**src/rtl/wcm_pkg.sv**
```systemverilog
package wcm_pkg;
  typedef enum logic [1:0] {
    OP_WRITE = 2'd0,
    OP_READ  = 2'd1,
    OP_INVAL = 2'd2,
    OP_SYNC  = 2'd3
  } wcm_op_e;
endpackage

```
**src/rtl/wcm_fifo.sv**
```systemverilog
module wcm_fifo #(
  parameter int W     = 8,
  parameter int DEPTH = 4
) (
  input  logic               clk,
  input  logic               rst_n,
  input  logic               push,
  input  logic [W-1:0]       push_data,
  input  logic               pop,
  output logic [W-1:0]       head,
  output logic               empty,
  output logic               full,
  output logic [DEPTH-1:0]   slot_live,
  output logic [DEPTH*W-1:0] slots
);
  localparam int PW = $clog2(DEPTH);

  logic [W-1:0]  mem [DEPTH];
  logic [PW-1:0] rd_ptr, wr_ptr;
  logic [PW:0]   count;
  logic          do_pop;

  assign empty  = (count == '0);
  assign full   = (count == (PW+1)'(DEPTH));
  assign head   = mem[rd_ptr];
  assign do_pop = pop && !empty;

  for (genvar k = 0; k < DEPTH; k++) begin : g_slot
    logic [PW-1:0] off;
    assign off                = PW'(k) - rd_ptr;
    assign slot_live[k]       = ({1'b0, off} < count);
    assign slots[k*W +: W]    = mem[k];
  end

  always_ff @(posedge clk) begin
    if (!rst_n) begin
      rd_ptr <= '0;
      wr_ptr <= '0;
      count  <= '0;
    end else begin
      if (push && !full) begin
        mem[wr_ptr] <= push_data;
        wr_ptr      <= wr_ptr + 1'b1;
      end
      if (do_pop) rd_ptr <= rd_ptr + 1'b1;
      count <= count + (PW+1)'(push && !full) - (PW+1)'(do_pop);
    end
  end

  AST_NO_OVERFLOW: assert property (@(posedge clk) disable iff (!rst_n)
    push |-> !full) else $error("queue overflow");
endmodule

```
**src/rtl/wcm_rr_arb.sv**
```systemverilog
module wcm_rr_arb #(
  parameter int N = 3
) (
  input  logic         clk,
  input  logic         rst_n,
  input  logic         en,
  input  logic [N-1:0] req,
  output logic [N-1:0] grant
);
  localparam int IW = (N > 1) ? $clog2(N) : 1;

  logic [IW-1:0] last, nxt;

  always_comb begin
    grant = '0;
    nxt   = last;
    for (int i = 1; i <= N; i++) begin
      int idx;
      idx = int'(last) + i;
      if (idx >= N) idx = idx - N;
      if (en && req[idx] && (grant == '0)) begin
        grant[idx] = 1'b1;
        nxt        = IW'(idx);
      end
    end
  end

  always_ff @(posedge clk) begin
    if (!rst_n) last <= IW'(N-1);
    else        last <= nxt;
  end

  AST_ONE_GRANT: assert property (@(posedge clk) disable iff (!rst_n)
    $onehot0(grant)) else $error("multiple grants");
  AST_GRANT_HAS_WORK: assert property (@(posedge clk) disable iff (!rst_n)
    (grant != '0) |-> ((grant & req) != '0)) else $error("grant without request");
endmodule

```
**src/rtl/wcm_node.sv**
```systemverilog
module wcm_node
  import wcm_pkg::*;
#(
  parameter int ADDR_W = 2,
  parameter int DATA_W = 8,
  parameter int QDEPTH = 4
) (
  input  logic                     clk,
  input  logic                     rst_n,
  input  logic                     req_valid,
  input  logic [1:0]               req_op,
  input  logic [ADDR_W-1:0]        req_addr,
  input  logic [DATA_W-1:0]        req_data,
  output logic                     req_ready,
  output logic                     rd_done,
  output logic [DATA_W-1:0]        rd_data,
  output logic                     oq_nonempty,
  output logic [ADDR_W+DATA_W-1:0] oq_head,
  input  logic                     oq_pop,
  output logic                     iq_full,
  input  logic                     bc_push,
  input  logic [ADDR_W+DATA_W:0]   bc_entry,
  input  logic                     gl_valid,
  input  logic [DATA_W-1:0]        gl_data
);
  localparam int LINES = 1 << ADDR_W;
  localparam int OQW   = ADDR_W + DATA_W;
  localparam int IQW   = OQW + 1;

  logic              loc_valid [LINES];
  logic [DATA_W-1:0] loc_data  [LINES];

  logic oq_empty, oq_full, iq_empty;
  logic [QDEPTH-1:0]     oq_live, iq_live;
  logic [QDEPTH*OQW-1:0] oq_slots;
  logic [QDEPTH*IQW-1:0] iq_slots;
  logic [IQW-1:0]        iq_head, iq_in;
  logic own_pending, fetch_match, fetch, iq_push;
  logic is_wr, is_rd, is_inv, is_sync, acc;

  assign is_wr   = req_valid && (req_op == OP_WRITE);
  assign is_rd   = req_valid && (req_op == OP_READ);
  assign is_inv  = req_valid && (req_op == OP_INVAL);
  assign is_sync = req_valid && (req_op == OP_SYNC);

  wcm_fifo #(.W(OQW), .DEPTH(QDEPTH)) u_outq (
    .clk, .rst_n,
    .push(is_wr && !oq_full), .push_data({req_addr, req_data}),
    .pop(oq_pop), .head(oq_head), .empty(oq_empty), .full(oq_full),
    .slot_live(oq_live), .slots(oq_slots)
  );

  assign iq_in   = bc_push ? bc_entry : {req_addr, gl_data, 1'b0};
  assign iq_push = bc_push || fetch;

  wcm_fifo #(.W(IQW), .DEPTH(QDEPTH)) u_inq (
    .clk, .rst_n,
    .push(iq_push), .push_data(iq_in),
    .pop(!iq_empty), .head(iq_head), .empty(iq_empty), .full(iq_full),
    .slot_live(iq_live), .slots(iq_slots)
  );

  assign oq_nonempty = !oq_empty;

  always_comb begin
    own_pending = 1'b0;
    fetch_match = 1'b0;
    for (int k = 0; k < QDEPTH; k++) begin
      if (iq_live[k] && iq_slots[k*IQW]) own_pending = 1'b1;
      if (iq_live[k] && (iq_slots[k*IQW+1 +: OQW] == {req_addr, gl_data}))
        fetch_match = 1'b1;
    end
  end

  assign fetch = is_rd && !loc_valid[req_addr] && gl_valid && !fetch_match
                 && !bc_push && !iq_full;

  always_comb begin
    case (req_op)
      OP_WRITE: req_ready = !oq_full;
      OP_READ:  req_ready = oq_empty && !own_pending && loc_valid[req_addr];
      OP_INVAL: req_ready = 1'b1;
      default:  req_ready = oq_empty && iq_empty;
    endcase
  end

  assign acc = req_valid && req_ready;

  always_ff @(posedge clk) begin
    if (!rst_n) begin
      for (int k = 0; k < LINES; k++) loc_valid[k] <= 1'b0;
      rd_done <= 1'b0;
      rd_data <= '0;
    end else begin
      rd_done <= acc && is_rd;
      if (acc && is_rd) rd_data <= loc_data[req_addr];
      if (acc && is_inv) loc_valid[req_addr] <= 1'b0;
      if (!iq_empty) begin
        loc_valid[iq_head[IQW-1 -: ADDR_W]] <= 1'b1;
        loc_data[iq_head[IQW-1 -: ADDR_W]]  <= iq_head[DATA_W:1];
      end
    end
  end

  AST_RD_ORDER: assert property (@(posedge clk) disable iff (!rst_n)
    (acc && is_rd) |-> (oq_empty && !own_pending)) else $error("read out of order");
  AST_RD_PULSE: assert property (@(posedge clk) disable iff (!rst_n)
    (acc && is_rd) |=> rd_done) else $error("missing done");
  AST_SYNC_DRAINED: assert property (@(posedge clk) disable iff (!rst_n)
    (acc && is_sync) |-> (oq_empty && iq_empty)) else $error("sync early");
  AST_FETCH_ONCE: assert property (@(posedge clk) disable iff (!rst_n)
    fetch |=> (!fetch || !$stable(req_addr))) else $error("repeated fetch");
endmodule

```
**src/rtl/wcm_system.sv**
```systemverilog
module wcm_system #(
  parameter int NODES  = 3,
  parameter int ADDR_W = 2,
  parameter int DATA_W = 8,
  parameter int QDEPTH = 4
) (
  input  logic                     clk,
  input  logic                     rst_n,
  input  logic [NODES-1:0]         req_valid,
  input  logic [2*NODES-1:0]       req_op,
  input  logic [ADDR_W*NODES-1:0]  req_addr,
  input  logic [DATA_W*NODES-1:0]  req_data,
  output logic [NODES-1:0]         req_ready,
  output logic [NODES-1:0]         rd_done,
  output logic [DATA_W*NODES-1:0]  rd_data
);
  localparam int LINES = 1 << ADDR_W;
  localparam int OQW   = ADDR_W + DATA_W;

  logic              gl_valid [LINES];
  logic [DATA_W-1:0] gl_data  [LINES];

  logic [NODES-1:0]     oq_nonempty, iq_full, grant;
  logic [OQW-1:0]       oq_head [NODES];
  logic                 bc_push;
  logic [ADDR_W-1:0]    g_addr;
  logic [DATA_W-1:0]    g_data;

  wcm_rr_arb #(.N(NODES)) u_arb (
    .clk, .rst_n, .en(iq_full == '0), .req(oq_nonempty), .grant(grant)
  );

  assign bc_push = (grant != '0);

  always_comb begin
    g_addr = '0;
    g_data = '0;
    for (int k = 0; k < NODES; k++) begin
      if (grant[k]) begin
        g_addr = oq_head[k][OQW-1 -: ADDR_W];
        g_data = oq_head[k][DATA_W-1:0];
      end
    end
  end

  for (genvar n = 0; n < NODES; n++) begin : g_node
    logic [ADDR_W-1:0] a_n;
    assign a_n = req_addr[n*ADDR_W +: ADDR_W];
    wcm_node #(.ADDR_W(ADDR_W), .DATA_W(DATA_W), .QDEPTH(QDEPTH)) u_node (
      .clk, .rst_n,
      .req_valid(req_valid[n]), .req_op(req_op[2*n +: 2]),
      .req_addr(a_n), .req_data(req_data[n*DATA_W +: DATA_W]),
      .req_ready(req_ready[n]), .rd_done(rd_done[n]),
      .rd_data(rd_data[n*DATA_W +: DATA_W]),
      .oq_nonempty(oq_nonempty[n]), .oq_head(oq_head[n]), .oq_pop(grant[n]),
      .iq_full(iq_full[n]), .bc_push(bc_push),
      .bc_entry({g_addr, g_data, grant[n]}),
      .gl_valid(gl_valid[a_n]), .gl_data(gl_data[a_n])
    );
  end

  always_ff @(posedge clk) begin
    if (!rst_n) begin
      for (int k = 0; k < LINES; k++) gl_valid[k] <= 1'b0;
    end else if (bc_push) begin
      gl_valid[g_addr] <= 1'b1;
      gl_data[g_addr]  <= g_data;
    end
  end

  AST_GLOBAL_WRITE: assert property (@(posedge clk) disable iff (!rst_n)
    bc_push |=> (gl_valid[$past(g_addr)] && (gl_data[$past(g_addr)] == $past(g_data))))
    else $error("global write lost");
endmodule

```
**config.mk**
```make
export PLATFORM = sky130hd
export DESIGN_NAME = wcm_system
export DESIGN_NICKNAME = d
export VERILOG_FILES = /design/src/rtl/wcm_pkg.sv /design/src/rtl/wcm_fifo.sv /design/src/rtl/wcm_rr_arb.sv /design/src/rtl/wcm_node.sv /design/src/rtl/wcm_system.sv
export SDC_FILE = /design/constraint.sdc
export NUM_CORES = 1
export LEC_CHECK = 0
export BUFFER_PORTS_ARGS = -buffer_cell sky130_fd_sc_hd__buf_2
export CORE_MARGIN = 2
export CORE_UTILIZATION = 34
export DETAILED_ROUTE_END_ITERATION = 6
export GPL_TIMING_DRIVEN = 0
export PLACE_DENSITY = 0.57
export SETUP_SLACK_MARGIN = 0.02
export SLEW_MARGIN = 20
export SYNTH_ARGS = -nofsm -noshare
export SYNTH_HDL_FRONTEND = slang
export SYNTH_HIERARCHICAL = 1
export SYNTH_SLANG_ARGS = --single-unit
```
**constraint.sdc**
```tcl
create_clock -name clk -period 13.6 [get_ports clk]
set_input_delay 2.04 -clock clk [delete_from_list [all_inputs] [get_ports clk]]
set_output_delay 2.04 -clock clk [all_outputs]
set_load 0.02 [all_outputs]
```
Word level (Yosys, flattened, before mapping)
Memory sizes are Yosys's and may differ from the RTL's. A register that Yosys moved wholly into a read port is not among the register bits.
Cells that the tools add are included.

word-level totals
  register bits after elaboration = 47
  RAM bits = 396
  bits of input ports = 41
  output and inout bits = 30
  logic and storage cells = 393
  memories = 14

memories
  name                         depth  width  rd ports  clocked after memory_dff  write ports  RTL line        text
  g_node[0].u_node.u_inq.mem   4      11     5         1                         1            wcm_fifo.sv:18  logic [W-1:0] mem [DEPTH];
  g_node[1].u_node.u_inq.mem   4      11     5         1                         1            wcm_fifo.sv:18
  g_node[2].u_node.u_inq.mem   4      11     5         1                         1            wcm_fifo.sv:18
  g_node[0].u_node.u_outq.mem  4      10     1         1                         1            wcm_fifo.sv:18
  g_node[1].u_node.u_outq.mem  4      10     1         1                         1            wcm_fifo.sv:18
  g_node[2].u_node.u_outq.mem  4      10     1         1                         1            wcm_fifo.sv:18
  +8 memories                  -      -      -         -                         -            -

operators by class
  add/subtract/negate cells = 42
  order comparisons = 21
  eq/ne operators = 24
  muxes and demuxes = 133
  bitwise gates (word level) = 2
  reduce and logical (&&, ||, !) cells = 135

operators by type and width
  cell                                                                    count
  10-bit == test                                                          12
  32-bit by 1-bit >= comparator with 1-bit output, second input constant  3
  32-bit by 3-bit >= comparator with 1-bit output, second input constant  3
  32-bit by 4-bit < comparator with 1-bit output, second input constant   3
  32-bit 2-to-1 mux                                                       3
  32-bit by 3-bit subtractor with 32-bit output, second input constant    3
  1-bit 2-to-1 mux                                                        87
  1-bit logical AND                                                       86
  2-bit 2-to-1 mux                                                        25
  2-bit by 3-bit < comparator with 1-bit output                           12
  11-bit 2-to-1 mux                                                       3
  3-bit logical NOT                                                       9
  1-bit logical NOT                                                       25
  2-bit by 1-bit adder with 2-bit output, second input constant           12
  8-bit 2-to-1 mux                                                        3
  3-bit by 1-bit adder with 3-bit output                                  6
  3-bit == test, second input constant                                    6
  3-bit by 1-bit subtractor with 3-bit output                             6
  1-bit by 2-bit subtractor with 2-bit output, first input constant       6
  2-bit subtractor, first input constant                                  6
  3-bit 2-to-1 mux                                                        3
  1-bit case mux with 3 select lines                                      3
  1-bit OR reduction                                                      7
  2-bit by 2-bit adder with 3-bit output, second input constant           2
  9 further kinds                                                         23

Logic depth before layout (Yosys ltp)
  word-level depth = 23
  depth in mapped cells = 21
  gate-level depth less buffers = 17

By module
Netlist, hierarchy kept.

by module, submodules not included
  module                                  instances  cells each  area an instance (um^2)  sequential area each (um^2)
  wcm_node                                3          186         2379.8                   1221.2
  wcm_fifo (g_node[0].u_node.u_inq ...)   3          125         2234.6                   1501.4
  wcm_fifo (g_node[1].u_node.u_outq ...)  2          120         2084.5                   1381.3
  wcm_fifo (g_node[0].u_node.u_outq)      1          120         2089.5                   1381.3
  wcm_system                              1          128         2034.5                   1051.0
  wcm_rr_arb                              1          63          481.7                    40.0

Worst setup path after synthesis
OpenSTA, ideal clock, no wires.

  kind = in2out
  start point = in req_addr[1]
  end point = out req_ready[0]
  arrival time = 3180 ps
  data required time = 11560 ps
  path slack = 8380 ps
  stages on the path = 5
  path buffers = 1
  path through = buf_6 -> mux4_2 -> and4_4 -> a211oi_1 -> a31oi_1

on the way
  longest elaborated chain between the ends = 3

RTL lines
  what                                RTL line          text
  start: declaration                  wcm_system.sv:11  input logic [ADDR_W*NODES-1:0] req_addr,
  memory read 4 x 1 bit               -
  1-bit logical AND                   wcm_node.sv:81    OP_READ: req_ready = oq_empty && !own_pending && loc_valid[req_addr];
  1-bit case mux with 3 select lines  wcm_node.sv:79    case (req_op)
  end: declaration                    wcm_system.sv:13  output logic [NODES-1:0] req_ready,

Every way passes these cells.

Worst setup path in the final report
  start point = reg g_node[2].u_node.u_outq.count[1]
  end point = reg g_node[0].u_node.u_inq.count[2]

on the way
  longest elaborated chain between the ends = 21

RTL lines
  what                                                  RTL line          text
  start: declaration                                    wcm_fifo.sv:20    logic [PW:0] count;
  start signal: assignment                              wcm_fifo.sv:46    count <= count + (PW+1)'(push && !full) - (PW+1)'(do_pop);
  3-bit logical NOT *                                   wcm_fifo.sv:23    assign empty = (count == '0);
  net g_node[2].u_node.oq_empty                         wcm_node.sv:33    logic oq_empty, oq_full, iq_empty;
  1-bit logical NOT *                                   wcm_node.sv:63    assign oq_nonempty = !oq_empty;
  net oq_nonempty[2]                                    wcm_system.sv:23  logic [NODES-1:0] oq_nonempty, iq_full, grant;
  1-bit binary-select mux with 2-bit select             wcm_rr_arb.sv:21  if (en && req[idx] && (grant == '0)) begin
  1-bit 2-to-1 mux (implied by the code) (2 in series)  wcm_rr_arb.sv:21
  1-bit logical AND                                     wcm_rr_arb.sv:21
  3-bit 2-to-1 mux                                      wcm_rr_arb.sv:21
  [... 6 more ...]                                      -
  net grant[1]                                          wcm_system.sv:23
  [... 1 more ...]                                      -
  net bc_push                                           wcm_system.sv:25  logic bc_push;
  1-bit logical NOT                                     wcm_node.sv:76    && !bc_push && !iq_full;
  1-bit logical AND (2 in series)                       wcm_node.sv:76
  1-bit logical OR *                                    wcm_node.sv:54    assign iq_push = bc_push || fetch;
  net g_node[0].u_node.iq_push                          wcm_node.sv:38    logic own_pending, fetch_match, fetch, iq_push;
  1-bit logical AND *                                   wcm_fifo.sv:46
  3-bit by 1-bit adder with 3-bit output *              wcm_fifo.sv:46
  3-bit by 1-bit subtractor with 3-bit output *         wcm_fifo.sv:46
  end signal: assignment                                wcm_fifo.sv:46
  end: declaration                                      wcm_fifo.sv:20

Mark *: on every way through the listed nets, which the timed path passes. The rest lies on a longest branch. The select of a mux whose other input is x is not followed.
A chain may end at the register's enable or synchronous reset.

==> summary.txt <==
Outcome
  • Status: finished, final reports clean

Global routing
  • Vias in the first global route: 12,800
  • GRT Util Overall: between 10 and 15%
  • First-pass GRT wire length: about 76,000 um
  • Largest net degree at the start of global routing: between 60 and 70
  • GR Overflow Total: 0
  • Antenna violations before repair: 5

Pwr
  • Static Leak: just under 9 nW
  • P per Cell Area: between 200 and 250 mW/mm^2
  • Combinational share of power: 33.9%
  • Clock power share: a little over a quarter
  • Power Total: roughly 5.6 mW
  • Part of the power in registers: 39.2%
  • Peak supply drop: 0.0000992 V
  • P_int: 3.77 mW
  • Net Sw Frac: 33.2%
  • Net Switching: around 1.9 mW

Timing
  • Max Clk Rate: 169 MHz
  • Minimum clock period: about 5.9 ns
  • TNS Setup: 0 ns
  • Final Hold Viols: 0
  • Setup violators final: 0
  • RSZ-0062 raised after global routing: no
  • Worst slew margin: 30.5%
  • Final worst path period share: 43.5%
  • Slew Limit Fails: 0
  • Fin Clk Skew: roughly 0.030 ns
  • Worst-Margin Slew: 1.03 ns
  • Worst setup margin: approximately 7.7 ns
  • Hold WS: approximately 0.48 ns

Routing
  • WL met3: about 2600 um
  • Initial DRC count: 909
  • Routed wire length: 49,600 um
  • Drc violations: 0
  • DRT antenna net count: 0
  • Detailed-route via count: between 10,000 and 15,000
  • WL per Instance: slightly above 20 um
  • M1 wire length: around 22,000 um
  • Vias per cell: roughly 5
  • DR top layer: met5
  • Met2 WL: approximately 24,000 um
  • Drt pass-1 iters: 4

Floorplan
  • Ports: just over 70
  • Std-Cell Rows: 93
  • Die footprint: around 0.067 sq mm
  • Core Area: between 0.06 and 0.07 sq mm
  • Die Ht: about 260 um
  • Die Wd: ~260 um
  • Initial Utilization: 34.4%

Place
  • DP Worst Slack: ~7.6 ns
  • Post-DP HPWL: 34,500 um
  • Final Wtd Congestion: 0.822
  • I/O Buffers: 70
  • Placed cells: ~2,400
  • Placed Instance Area: roughly 0.024 sq mm

Clock tree
  • Clock sink count: roughly 480
  • Post-CTS setup buffers: 0
  • H-tree Lvls: 2
  • CTS tree: built
  • CTS Hold Buffers Added: 0
  • Clock Tree Root: clkbuf_16
  • Clock latency on the worst-skew pair: around 0.61 ns
  • Clock Tree Buf Depth: 3
  • Post-CTS Resized: 0
  • TritonCTS buffer count: 53
  • Clock slew at reported path FFs: approximately 0.06 ns

Yosys
  • Synthesized cell area: 0.0222 sq mm
  • Syn nets: between 1,500 and 2,000
  • Mapped Avg Cell Area: 15.5 sq um
  • Yosys warns: 6
  • Post-Synthesis Cells: 1,427

Critical path
  • Critical Path End Type: register
  • CP max FO: 13
  • Type of origin of the critical path: register
  • CP Data Required Time: 14.09 ns
  • Path type of the worst setup path: register to register
  • Worst EP arrival: roughly 6.4 ns

Layout
  • Most frequent cells in the layout: 381 x edfxtp_1, 114 x mux4_2, 112 x xnor2_1
  • Nets: 1,650
  • Non-Filler Instances: ~2,500
  • Layout cells sized above 1: about a quarter
  • Commonest non-fill, non-tap cell in the layout: edfxtp_1
  • Fin area: about 0.026 sq mm
  • Synthesis-to-layout area growth: 15.2%
  • Layout Utilization: ~40%

Flow run
  • Maxcap violations: 0

Worst hold path
  • Hold WC Path Type: register to register
[critical path, stage by stage (launching register included)]
cell and delay [ns]:
dfxtp_1 0.41, nor3_1 0.88, inv_1 0.30, nand2b_1 0.20
o22ai_1 0.13, a32o_1 0.26, nor3_2 0.34, a21o_1 0.53
or3_1 0.65, clkbuf_1 0.53, inv_1 0.09, o31ai_1 0.10
nor2b_2 0.23, buf_6 0.14, ha_1 0.14, inv_1 0.04
fa_1 0.38, xnor2_1 0.15, xnor2_1 0.14, and2_1 0.15
[final timing paths]
| check | start | endpoint | slack [ns] | depth (start not counted) |
|---|---|---|---|---|
| setup / recovery | g_node[2].u_node/u_outq/count[1]$_SDFF_PN0_ | g_node[0].u_node/u_inq/count[2]$_SDFF_PN0_ | 7.68 | 19 |
| hold / removal | g_node[2].u_node/loc_valid[1]$_DFF_P_ | g_node[2].u_node/loc_valid[1]$_DFF_P_ | 0.48 | 1 |
| setup reg to reg | g_node[2].u_node/u_outq/count[1]$_SDFF_PN0_ | g_node[0].u_node/u_inq/count[2]$_SDFF_PN0_ | 7.68 | 19 |
| hold reg to reg | g_node[2].u_node/loc_valid[1]$_DFF_P_ | g_node[2].u_node/loc_valid[1]$_DFF_P_ | 0.48 | 1 |
[power groups by stage]
stage                     clock network (mW)  registers (mW)  logic (mW)
final                                   1.52            2.21        1.92
after global routing                    1.61            2.24        2.09
after CTS                               1.57            2.22        1.93
after detailed placement                   0            2.25        1.92
after global placement                     0            2.23        1.87
after floorplan                            0            2.21        1.36
[metal layers]
metal	track usage [%]	vias to the layer above
li1	-	5684
met2	24.9	282
met4	4.34	6
met1	19.6	6203
met3	2.71	71
met5	0	-
[sequential cells by signal, summed over array words and instances, names as in the netlist, named ones only]
name and count:
g_node.u_node/u_inq/mem 132, g_node.u_node/u_outq/mem 120, g_node.u_node/loc_data 96, gl_data 32, g_node.u_node/rd_data 24, g_node.u_node/loc_valid 12, g_node.u_node/u_inq/count 9, g_node.u_node/u_outq/count 9
g_node.u_node/u_inq/rd_ptr 6, g_node.u_node/u_inq/wr_ptr 6, g_node.u_node/u_outq/rd_ptr 6, g_node.u_node/u_outq/wr_ptr 6, gl_valid 4, g_node.u_node/rd_done 3, u_arb/last 2
[layout make-up]
class	instances	area (sq um)
Antenna cell	2	5.00
Buffer	91	556
Clock inverter	42	483
Sequential cell	479	13400
Fill cell	5953	38900
Tap cell	855	1070
Timing Repair Buffer	74	383
Multi-Input combinational cell	803	8060
Inverter	54	203
Clock buffer	58	1390
Power figures use the tool's default switching activity.
